### config.mk
export PLATFORM = sky130hd
export DESIGN_NAME = sec_attr_unit
export DESIGN_NICKNAME = d
export VERILOG_FILES = /design/src/rtl/sec_attr_pkg.sv /design/src/rtl/sec_attr_cfg.sv /design/src/rtl/sec_attr_lookup.sv /design/src/rtl/sec_attr_unit.sv
export SDC_FILE = /design/constraint.sdc
export NUM_CORES = 1
export LEC_CHECK = 0
export ABC_CLOCK_PERIOD_IN_PS = 1500
export BUFFER_PORTS_ARGS = -buffer_cell sky130_fd_sc_hd__buf_2
export CELL_PAD_IN_SITES_DETAIL_PLACEMENT = 1
export CELL_PAD_IN_SITES_GLOBAL_PLACEMENT = 1
export CORE_MARGIN = 1
export CORE_UTILIZATION = 10
export CTS_CLUSTER_DIAMETER = 100
export CTS_CLUSTER_SIZE = 8
export DETAILED_ROUTE_END_ITERATION = 6
export MAX_ROUTING_LAYER = met4
export PLACE_DENSITY = 0.84
export SLEW_MARGIN = 20
export SYNTH_ARGS = -nofsm -noshare
export SYNTH_HDL_FRONTEND = slang
export SYNTH_HIERARCHICAL = 1
export SYNTH_SLANG_ARGS = --single-unit
### constraint.sdc
create_clock -name clk -period 1.5 [get_ports clk]
set_clock_uncertainty 0.1 [all_clocks]
set_input_delay 0.225 -clock clk [delete_from_list [all_inputs] [get_ports clk]]
set_output_delay 0.225 -clock clk [all_outputs]
set_load 0.01 [all_outputs]
### src/rtl/sec_attr_pkg.sv
package sec_attr_pkg;
    localparam int REGION_W    = 4;
    localparam int NSC_WINDOWS = 2;

    typedef struct packed {
        logic [REGION_W-1:0] region;
        logic                ns;
        logic                nsc;
        logic                exempt;
    } attr_t;

    typedef struct packed {
        logic [NSC_WINDOWS-1:0] nsc_en;
    } cfg_state_t;
endpackage

### src/rtl/sec_attr_cfg.sv
module sec_attr_cfg
    import sec_attr_pkg::*;
#(
    parameter int REG_W = 32
) (
    input  logic                   clk,
    input  logic                   rst_n,
    input  logic                   we,
    input  logic [REG_W-1:0]       wdata,
    output logic [REG_W-1:0]       rdata,
    output logic [NSC_WINDOWS-1:0] nsc_en
);
    cfg_state_t state_d, state_q;

    always_comb begin
        state_d = state_q;
        if (we) begin
            state_d.nsc_en = wdata[NSC_WINDOWS-1:0];
        end
    end

    always_ff @(posedge clk) begin
        if (!rst_n) begin
            state_q <= '0;
        end else begin
            state_q <= state_d;
        end
    end

    assign nsc_en = state_q.nsc_en;
    assign rdata  = {{(REG_W-NSC_WINDOWS){1'b0}}, state_q.nsc_en};

    // register is cleared after a reset edge
    assert_cfg_reset_R5: assert property (@(posedge clk) disable iff (!rst_n)
        $past(!rst_n) |-> (state_q.nsc_en == '0));

    // write captures the low bits of the data
    assert_cfg_write_R6: assert property (@(posedge clk) disable iff (!rst_n)
        ($past(rst_n) && $past(we)) |-> (nsc_en == $past(wdata[NSC_WINDOWS-1:0])));

    // no write, no change
    assert_cfg_hold_R8: assert property (@(posedge clk) disable iff (!rst_n)
        ($past(rst_n) && !$past(we)) |-> $stable(nsc_en));
endmodule

### src/rtl/sec_attr_lookup.sv
module sec_attr_lookup
    import sec_attr_pkg::*;
#(
    parameter int ADDR_W = 32
) (
    input  logic [ADDR_W-1:0]      addr,
    input  logic [NSC_WINDOWS-1:0] nsc_en,
    output attr_t                  attr
);
    localparam int RID_LSB = ADDR_W - REGION_W;
    localparam int EX_W    = 12;
    localparam int EX_LSB  = ADDR_W - EX_W;
    localparam logic [EX_W-1:0] EX_MASK  = 12'hEFF;
    localparam logic [EX_W-1:0] EX_MATCH = 12'hE00;

    logic [REGION_W-1:0]    rid;
    logic [NSC_WINDOWS-1:0] win_hit;

    assign rid = addr[ADDR_W-1:RID_LSB];

    for (genvar w = 0; w < NSC_WINDOWS; w++) begin : g_nsc_win
        localparam logic [REGION_W-1:0] WIN_RID = REGION_W'(2 * w + 1);
        assign win_hit[w] = (rid == WIN_RID) && nsc_en[w];
    end

    always_comb begin
        attr.region = rid;
        attr.ns     = ~rid[0];
        attr.nsc    = |win_hit;
        attr.exempt = ((addr[ADDR_W-1:EX_LSB] & EX_MASK) == EX_MATCH);
    end
endmodule

### src/rtl/sec_attr_unit.sv
module sec_attr_unit
    import sec_attr_pkg::*;
#(
    parameter int ADDR_W = 32,
    parameter int REG_W  = 32
) (
    input  logic                clk,
    input  logic                rst_n,
    input  logic                cfg_we,
    input  logic [REG_W-1:0]    cfg_wdata,
    output logic [REG_W-1:0]    cfg_rdata,
    input  logic [ADDR_W-1:0]   lookup_addr,
    output logic [REGION_W-1:0] region_id,
    output logic                is_ns,
    output logic                is_nsc,
    output logic                is_exempt
);
    logic [NSC_WINDOWS-1:0] nsc_en;
    attr_t                  attr;

    sec_attr_cfg #(.REG_W(REG_W)) u_cfg (
        .clk    (clk),
        .rst_n  (rst_n),
        .we     (cfg_we),
        .wdata  (cfg_wdata),
        .rdata  (cfg_rdata),
        .nsc_en (nsc_en)
    );

    sec_attr_lookup #(.ADDR_W(ADDR_W)) u_lookup (
        .addr   (lookup_addr),
        .nsc_en (nsc_en),
        .attr   (attr)
    );

    assign region_id = attr.region;
    assign is_ns     = attr.ns;
    assign is_nsc    = attr.nsc;
    assign is_exempt = attr.exempt;

    // callable only in secure regions
    assert_nsc_secure_R9: assert property (@(posedge clk) disable iff (!rst_n)
        is_nsc |-> !is_ns);

    // callable only in regions 1 and 3
    assert_nsc_region_R3: assert property (@(posedge clk) disable iff (!rst_n)
        is_nsc |-> (region_id == 4'd1 || region_id == 4'd3));

    // exempt windows sit in regions 14 and 15
    assert_exempt_region_R4: assert property (@(posedge clk) disable iff (!rst_n)
        is_exempt |-> (region_id[3:1] == 3'b111));

    // read data has zeros above the enable bits
    assert_rdata_upper_R7: assert property (@(posedge clk) disable iff (!rst_n)
        cfg_rdata[REG_W-1:NSC_WINDOWS] == '0);
endmodule

==> results of run 1 <==
-- per-stage QoR --
stage	total power (W)	util [%]
final	0.000364	12.5
after global routing	0.000393	12.5
after CTS	0.000379	12.4
after detailed placement	0.000146	11.3
after global placement	0.000143	11.3
after floorplan	0.000178	-
-- cell type report --
class,count,area [sq um],area share (%)
well taps,48,60.1,12.9
repair buffers,25,125,26.8
flip-flops and latches,2,42.5,9.12
clock buffers,3,41.3,8.85
inverters,1,3.75,0.804
multi-input cells,40,194,41.6
-- worst max-delay path, stage by stage --
cell and delay [ps]:
buf_2 90, or4_1 520, nor3_2 120, buf_2 150
-- kinds of logic after synthesis --
logic type	after synthesis
buffers and inverters	37
and+or+nand+nor	7
muxes	3
DFF	2
other	1
-- report_power, final --
group          total (W)  switching (W)  internal [W]
clock network   0.000217      0.0000472      0.000170
logic          0.0000853      0.0000568     0.0000285
registers      0.0000609     0.00000335     0.0000576
-- worst paths after layout --
path	from	end	slack (ps)	depth (start not counted)
max reg2reg	u_cfg/nsc_en[0]$_SDFFE_PN0P_	u_cfg/nsc_en[0]$_SDFFE_PN0P_	780	2
min reg2reg	u_cfg/nsc_en[1]$_SDFFE_PN0P_	u_cfg/nsc_en[1]$_SDFFE_PN0P_	450	2
max	lookup_addr[21]	is_exempt	70	4
min	rst_n	u_cfg/nsc_en[1]$_SDFFE_PN0P_	150	2
-- routing by layer --
metal  routed length [um]  share of wire [%]  vias up
met5                    0                  0        -
met1                  225                 27      137
met4                   30                3.6        0
li1                     -                  -      136
met2                  451                 53       36
met3                  136                 16        4
-- cell usage in the layout, fill, tap and decap left out --
cell type  Yosys  final
nor4_1         1      1
conb_1         1     30
mux2i_1        3      3
or3_1          1      1
nor2b_1        2      2
or4_1          1      1
dfxtp_2        0      2
inv_1          1      1
clkbuf_8       0      3
nand4b_1       1      1
buf_2          0     25
nor3_2         1      1
==> metrics.md, run 1 <==
| Metric | Value |
|---|---|
| Outcome | finished clean |
| Area delta synth->final | 16.9% |
| CP max FO | 1 |
| Max Cap Viol | 0 |
| CTS sink cnt | 2 |
| Design Area, Final | 467 sq um |
| Most frequent cells after synthesis | 36 x buf_4, 3 x mux2i_1, 2 x dfxtp_1, 2 x nor2b_1 |
| Final WS setup | approximately 68 ps |
| Main combinational cell family by area after synthesis | buffers and inverters |
| Fmax | 698 MHz |
| Leak | roughly 0.27 nW |
| CP Launch Type | input pin |
| CP required | around 1200 ps |
| Dominant synthesized flop cell | dfxtp_1 |
| Fin. max-slew vios | 0 |
| CTS tree | built |
| Dpl cells | about 120 |
| CP endpoint kind | output pin |
| Worst skew pair latency | 210 ps |
| DR WL/cell | ~7.1 um |
| GRT Residual Overflow | 0 |
| CP Class | in2out |
| RSZ-0062 raised after global routing | no |
| CTS Hold Bufs | 0 |
| Top-area cell type share of the netlist area | between 60% and 70% |
| Synth Area in Simple Gates | 12.9% |
| Area leader, netlist | buf_4 |
| DP Wirelength | ~740 um |
| Share of cells above drive strength 1 | a little over two fifths |
| Setup violators final | 0 |
| Hold_ws | approximately 150 ps |
| GRT Total Usage | 4.14% |
| Filler cell count | 480 |
| Final std cells w/o fill | between 100 and 150 |
| Root buffer selected by CTS | clkbuf_8 |
| Async set-or-reset flop fraction in the synthesized netlist | 0% |
| Port-buffer cells | 25 |
| Gates resized, CTS repair | 0 |
| Syn avg cell area | roughly 8.0 sq um |
| Largest net degree at the start of global routing | 4 |
| Clock-pin slew on the worst setup and hold paths | 30 ps |
| Met2 Use GR | 7.60% |
| Tcrit/Tclk final | a little over nine tenths |
| Layout Nets | 140 |
| Vias | approximately 310 |
| First-pass iteration count of the detailed router | 2 |
| Max Buffers Root-to-Sink | 2 |
| Post-Synth Adder-Cell Area | 0% |
| Core area | 3740 sq um |
| TNS Setup | 0 ps |
| Xor and xnor area share after synthesis | 0% |
| Layer with the highest usage | met2 |
| Post-Syn Area | about 400 sq um |
| Worst VDD drop | 327 uV |
| Final worst path period need | between 1000 and 1500 ps |
| H-tree depth | 1 |
| FP Rows | 22 |
| Grt met1 use | 2.29% |
| Die height | about 65 um |
| Initial antenna violation count | 0 |
| EDFF count, synth | 0 |
| Initial Util | 10.7% |
| Sequential element share of the synthesized area | between 10% and 20% |
| Routed WL | 843 um |
| Cell Pwr Density | between 700 and 800 nW/um^2 |
| CP arrival | approximately 1100 ps |
| Ys Warns | 6 |
| Placer Congestion | 0.632 |
| Synth Area in Compound Gates | 0% |
| Setup Buffers After CTS | 0 |
| Post-Syn Instances | 50 |
| Mux contribution to synthesized area | around 7.5% |
| Synth area leaders | buf_4 68%, dfxtp_1 10%, mux2i_1 7.5% |
| # IOs | 106 |
| Final hold viol count | 0 |
| Met3 Track Usage GR | under 10% |
| Die area | about 4200 sq um |
| Post-route antenna net violation count | 0 |
| Place WS | 11.0 ps |
| Via density per instance | approximately 2.6 |
| First DRT Iteration DRCs | 5 |
| Vias in the first global route | between 200 and 300 |
| Inserted Diodes | 0 |
| Hold Crit Class | in2reg |
| Yosys reg bits | 2 |
| Horiz. Die Dim | about 65 um |
| Max reg flops | 2 |
| CTS Buf Count | 3 |
| Yosys cell types | 11 |
| Post-route DRC | 0 |
| Area post-placement | roughly 420 sq um |
| Top-count cell post-synth | buf_4 |
| First-pass GRT wire length | ~1100 um |
(Power assumes the default switching activity.)
==> inputs of run 2 (changes only) <==
--- a/config.mk
+++ b/config.mk
@@ -15,7 +15,7 @@
 export CTS_CLUSTER_SIZE = 8
 export DETAILED_ROUTE_END_ITERATION = 6
 export MAX_ROUTING_LAYER = met4
-export PLACE_DENSITY = 0.84
+export PLACE_DENSITY_LB_ADDON = 0.1
 export SLEW_MARGIN = 20
 export SYNTH_ARGS = -nofsm -noshare
 export SYNTH_HDL_FRONTEND = slang
==> metrics.md, run 2 (synthesis gave the netlist of run 1 again) <==
| Metric | Value |
|---|---|
| CP required | between 1000 and 1500 ps |
| Commonest non-fill, non-tap cell in the layout | conb_1 |
| Vias | ~290 |
| Worst skew pair latency | ~210 ps |
| Most used cell, CP | buf_2 |
| Vias in the first global route | between 200 and 300 |
| Max Cap Viol | 0 |
| Routed WL | between 600 and 700 um |
| Leak | 0.270 nW |
| First-pass iteration count of the detailed router | 3 |
| Setup Buffers After CTS | 0 |
| Root buffer selected by CTS | clkbuf_8 |
| H-tree depth | 1 |
| CP arrival | around 1100 ps |
| Outcome | finished clean |
| Die area | between 4000 and 5000 sq um |
| Inserted Diodes | 0 |
| FP Rows | 22 |
| Fmax | about 700 MHz |
| Setup violators final | 0 |
| Final hold viol count | 0 |
| Top cell family by delay on the critical path | simple AND/OR/NAND/NOR gates |
| WP buf/inv | 2 |
| Cell Pwr Density | 756 nW/um^2 |
| Initial Util | 10.7% |
| CTS Buf Count | 3 |
| CTS sink cnt | 2 |
| Port-buffer cells | 25 |
| Layout Nets | between 100 and 150 |
| Placer Congestion | 0.625 |
| CP max FO | 1 |
| Post-route antenna net violation count | 0 |
| CP Cell Sequence | buf_2, or4_4, nor3_2, buf_2 |
| Largest net degree at the start of global routing | 4 |
| Max Buffers Root-to-Sink | 2 |
| GRT Total Usage | about 3.2% |
| Final worst path period need | 1420 ps |
| Core area | around 3700 sq um |
| GRT Residual Overflow | 0 |
| Worst path slowest cell | or4_4 |
| Final core utilization | 12.5% |
| DR WL/cell | about 6 um |
| Initial antenna violation count | 0 |
| Area delta synth->final | 17.2% |
| Hold Crit Class | in2reg |
| Tcrit/Tclk final | a little over nine tenths |
| Horiz. Die Dim | roughly 65 um |
| CP Class | in2out |
| Clock-pin slew on the worst setup and hold paths | around 30 ps |
| Worst VDD drop | approximately 320 uV |
| Dpl cells | 116 |
| Crit-path max cell delay | about 520 ps |
| Final std cells w/o fill | around 120 |
| Power, Total | around 0.00035 W |
| CTS tree | built |
| CP Launch Type | input pin |
| Max reg flops | 2 |
| # IOs | about 110 |
| CP endpoint kind | output pin |
| Commonest non-fill, non-tap cells in the layout | 30 x conb_1, 25 x buf_2, 3 x clkbuf_8, 3 x mux2i_1 |
| Share of cells above drive strength 1 | a little over two fifths |
| DP Wirelength | 618 um |
| Post-route DRC | 0 |
| Via density per instance | between 2 and 2.5 |
| RSZ-0062 raised after global routing | no |
| First DRT Iteration DRCs | 2 |
| Fin. max-slew vios | 0 |
| First-pass GRT wire length | between 900 and 1000 um |
| Filler cell count | 480 |
| Die height | roughly 65 um |
[run 2: per-layer routing]
metal | global-route usage [%] | share of wire [%] | vias up
li1 | - | - | 136
met5 | - | 0 | -
met1 | 2.82 | 31 | 123
met2 | 5.15 | 51 | 30
met4 | 4.08 | 0 | 0
met3 | 0.868 | 17 | 0
[run 2: cell type report]
type	instances	area (sq um)	area share, %
repair buffers	25	125	26.7
multi-input cells	40	198	42.2
inverters	1	3.75	0.802
well taps	48	60.1	12.8
flip-flops and latches	2	40.0	8.56
clock buffers	3	41.3	8.82
[run 2: per-stage QoR]
stage | setup WS, ps | hold WS, ps | cell area (sq um) | setup TNS (ps)
after floorplan | 193 | 253 | 508 | 0
after global placement | -10.6 | 362 | 423 | -10.6
after detailed placement | -0.456 | 359 | 423 | -0.456
after CTS | 12.8 | 141 | 468 | 0
after global routing | 15.6 | 164 | 468 | 0
final | 75.4 | 143 | 468 | 0
[run 2: path summary, 6_finish.rpt]
path         depth (start not counted)  slack (ps)                         start                      endpoint
min                                  2         140                         rst_n  u_cfg/nsc_en[0]$_SDFFE_PN0P_
max reg2reg                          2         790  u_cfg/nsc_en[1]$_SDFFE_PN0P_  u_cfg/nsc_en[1]$_SDFFE_PN0P_
min reg2reg                          2         450  u_cfg/nsc_en[0]$_SDFFE_PN0P_  u_cfg/nsc_en[0]$_SDFFE_PN0P_
max                                  4          80               lookup_addr[21]                     is_exempt
[run 2: power by group]
part           leakage, nW  switching [W]  internal (W)  total [W]
clock               0.0216      0.0000400      0.000169   0.000210
combinational        0.232      0.0000557     0.0000290  0.0000847
sequential          0.0165     0.00000248     0.0000569  0.0000594
[run 2: what timing repair did]
action,in CTS,in global routing
resized for setup,1,0
hold buffers,0,0
setup endpoints to repair,1,1
pin swaps,0,1
==> inputs of run 3 (changes only) <==
--- a/config.mk
+++ b/config.mk
@@ -7,7 +7,7 @@
 export LEC_CHECK = 0
 export ABC_CLOCK_PERIOD_IN_PS = 1500
 export BUFFER_PORTS_ARGS = -buffer_cell sky130_fd_sc_hd__buf_2
-export CELL_PAD_IN_SITES_DETAIL_PLACEMENT = 1
+export CELL_PAD_IN_SITES_DETAIL_PLACEMENT = 0
 export CELL_PAD_IN_SITES_GLOBAL_PLACEMENT = 1
 export CORE_MARGIN = 1
 export CORE_UTILIZATION = 10
@@ -16,7 +16,7 @@
 export DETAILED_ROUTE_END_ITERATION = 6
 export MAX_ROUTING_LAYER = met4
 export PLACE_DENSITY_LB_ADDON = 0.1
-export SLEW_MARGIN = 20
+export REMOVE_ABC_BUFFERS = 1
 export SYNTH_ARGS = -nofsm -noshare
 export SYNTH_HDL_FRONTEND = slang
 export SYNTH_HIERARCHICAL = 1
==> metrics.md, run 3 (synthesis gave the netlist of run 1 again) <==
| Metric | Value |
|---|---|
| Outcome | finished clean |
| Leak | 0.269 nW |
| RR Endpoint | u_cfg/nsc_en[0]$_SDFFE_PN0P_ |
| Hold Crit Endpoint | u_cfg/nsc_en[0]$_SDFFE_PN0P_ |
| Filler cell count | between 400 and 500 |
| First DRT Iteration DRCs | 2 |
| CP endpoint kind | output pin |
| Largest net degree at the start of global routing | 4 |
| Final core utilization | around 12% |
| H-tree depth | 1 |
| GRT Residual Overflow | 0 |
| Share of cells above drive strength 1 | about 41% |
| Worst path slowest cell | or4_1 |
| Hold Crit Class | in2reg |
| CP Launch Type | input pin |
| Core area | 3740 sq um |
| Layout Nets | 140 |
| Max Cap Viol | 0 |
| Post-route antenna net violation count | 0 |
| R2R setup slack | approximately 730 ps |
| Vias | roughly 290 |
| CP max FO | 1 |
| Gates resized, CTS repair | 0 |
| CP required | approximately 1200 ps |
| Setup Buffers After CTS | 0 |
| Via density per instance | about 2.4 |
| Root buffer selected by CTS | clkbuf_8 |
| Die area | 4250 sq um |
| Most used cell, CP | buf_2 |
| Post-route DRC | 0 |
| R2r worst-path depth | 2 |
| RSZ-0062 raised after global routing | no |
| Worst Hold Depth | 2 |
| Final hold viol count | 0 |
| Worst skew pair latency | 200 ps |
| Dpl cells | ~120 |
| Final std cells w/o fill | between 100 and 150 |
| Area delta synth->final | 16.3% |
| DR WL/cell | between 6 and 7 um |
| Initial antenna violation count | 0 |
| Max Buffers Root-to-Sink | 2 |
| Place WS | 9.55 ps |
| Vias in the first global route | ~220 |
| First-pass iteration count of the detailed router | 2 |
| CP Class | in2out |
| Placer Congestion | about 0.52 |
| Port-buffer cells | 25 |
| CP Cell Sequence | buf_2, or4_1, nor3_2, buf_2 |
| Hold_ws | roughly 160 ps |
| Routed WL | a little over 700 um |
| Horiz. Die Dim | roughly 65 um |
| Crit-path max cell delay | 540 ps |
| FP Rows | 22 |
| Final WS setup | 69.3 ps |
| Fin. max-slew vios | 0 |
| Clock-pin slew on the worst setup and hold paths | around 20 ps |
| Max reg flops | 2 |
| Worst VDD drop | 208 uV |
| Fmax | 699 MHz |
| GRT Total Usage | 3.32% |
| Cell Pwr Density | 752 nW/um^2 |
| CTS tree | built |
| Initial Util | a little over a tenth |
| Reg2Reg Launch Point | u_cfg/nsc_en[0]$_SDFFE_PN0P_ |
| CTS Hold Bufs | 0 |
| # IOs | 106 |
| Tcrit/Tclk final | 95.4% |
| Die height | ~65 um |
| Setup violators final | 0 |
| Hold path start | rst_n |
| Inserted Diodes | 0 |
| First-pass GRT wire length | ~950 um |
| CP arrival | between 1000 and 1500 ps |
| Commonest non-fill, non-tap cell in the layout | conb_1 |
| Power, Total | ~0.00035 W |
| CTS Buf Count | 3 |
| CTS sink cnt | 2 |
| Commonest non-fill, non-tap cells in the layout | 30 x conb_1, 25 x buf_2, 3 x clkbuf_8, 3 x mux2i_1 |
| DP Wirelength | around 640 um |
| Final worst path period need | between 1000 and 1500 ps |
run 3: changes by cell type in the layout (fill, tap and decap cells not counted):
cell / change
or4_4: -1
or4_1: +1
run 3: critical path, delay by kind of cell:
family	cells	cell delay [ps]
and+or+nand+nor	2	650
buffers and inverters	2	230
run 3: how the worst max path moves through the flow:
stage | start | endpoint | slack (ps)
2_1_floorplan | lookup_addr[21] | is_exempt | 190
3_3_place_gp | lookup_addr[21] | is_exempt | -9
3_5_place_dp | lookup_addr[21] | is_exempt | 10
4_1_cts | lookup_addr[21] | is_exempt | 10
5_1_grt | lookup_addr[21] | is_exempt | 30
6_report | lookup_addr[21] | is_exempt | 70
run 3: through the flow:
step                      setup TNS, ps  area, sq um
after CTS                             0          464
after global placement            -8.90          423
after global routing                  0          464
after detailed placement              0          423
after floorplan                       0          238
final                                 0          464
run 3: cell type report:
type	instances	area [sq um]	area share, %
inverters	1	3.75	0.809
repair buffers	25	125	27.0
clock buffers	3	41.3	8.89
multi-input cells	40	194	41.8
flip-flops and latches	2	40.0	8.63
well taps	48	60.1	12.9
run 3: power breakdown:
part	internal (W)	switching, W	leakage (nW)
clock	0.000169	0.0000357	0.0216
sequential	0.0000569	0.00000283	0.0165
combinational	0.0000284	0.0000560	0.231
total	0.000254	0.0000946	0.269
run 3: per-layer routing:
layer | global-route usage (%) | wire (um) | vias to the layer above
li1 | - | - | 136
met1 | 2.92 | 250 | 120
met2 | 4.77 | 323 | 35
met3 | 3.13 | 153 | 0
met4 | 1.63 | 0 | 0
met5 | - | 0 | -
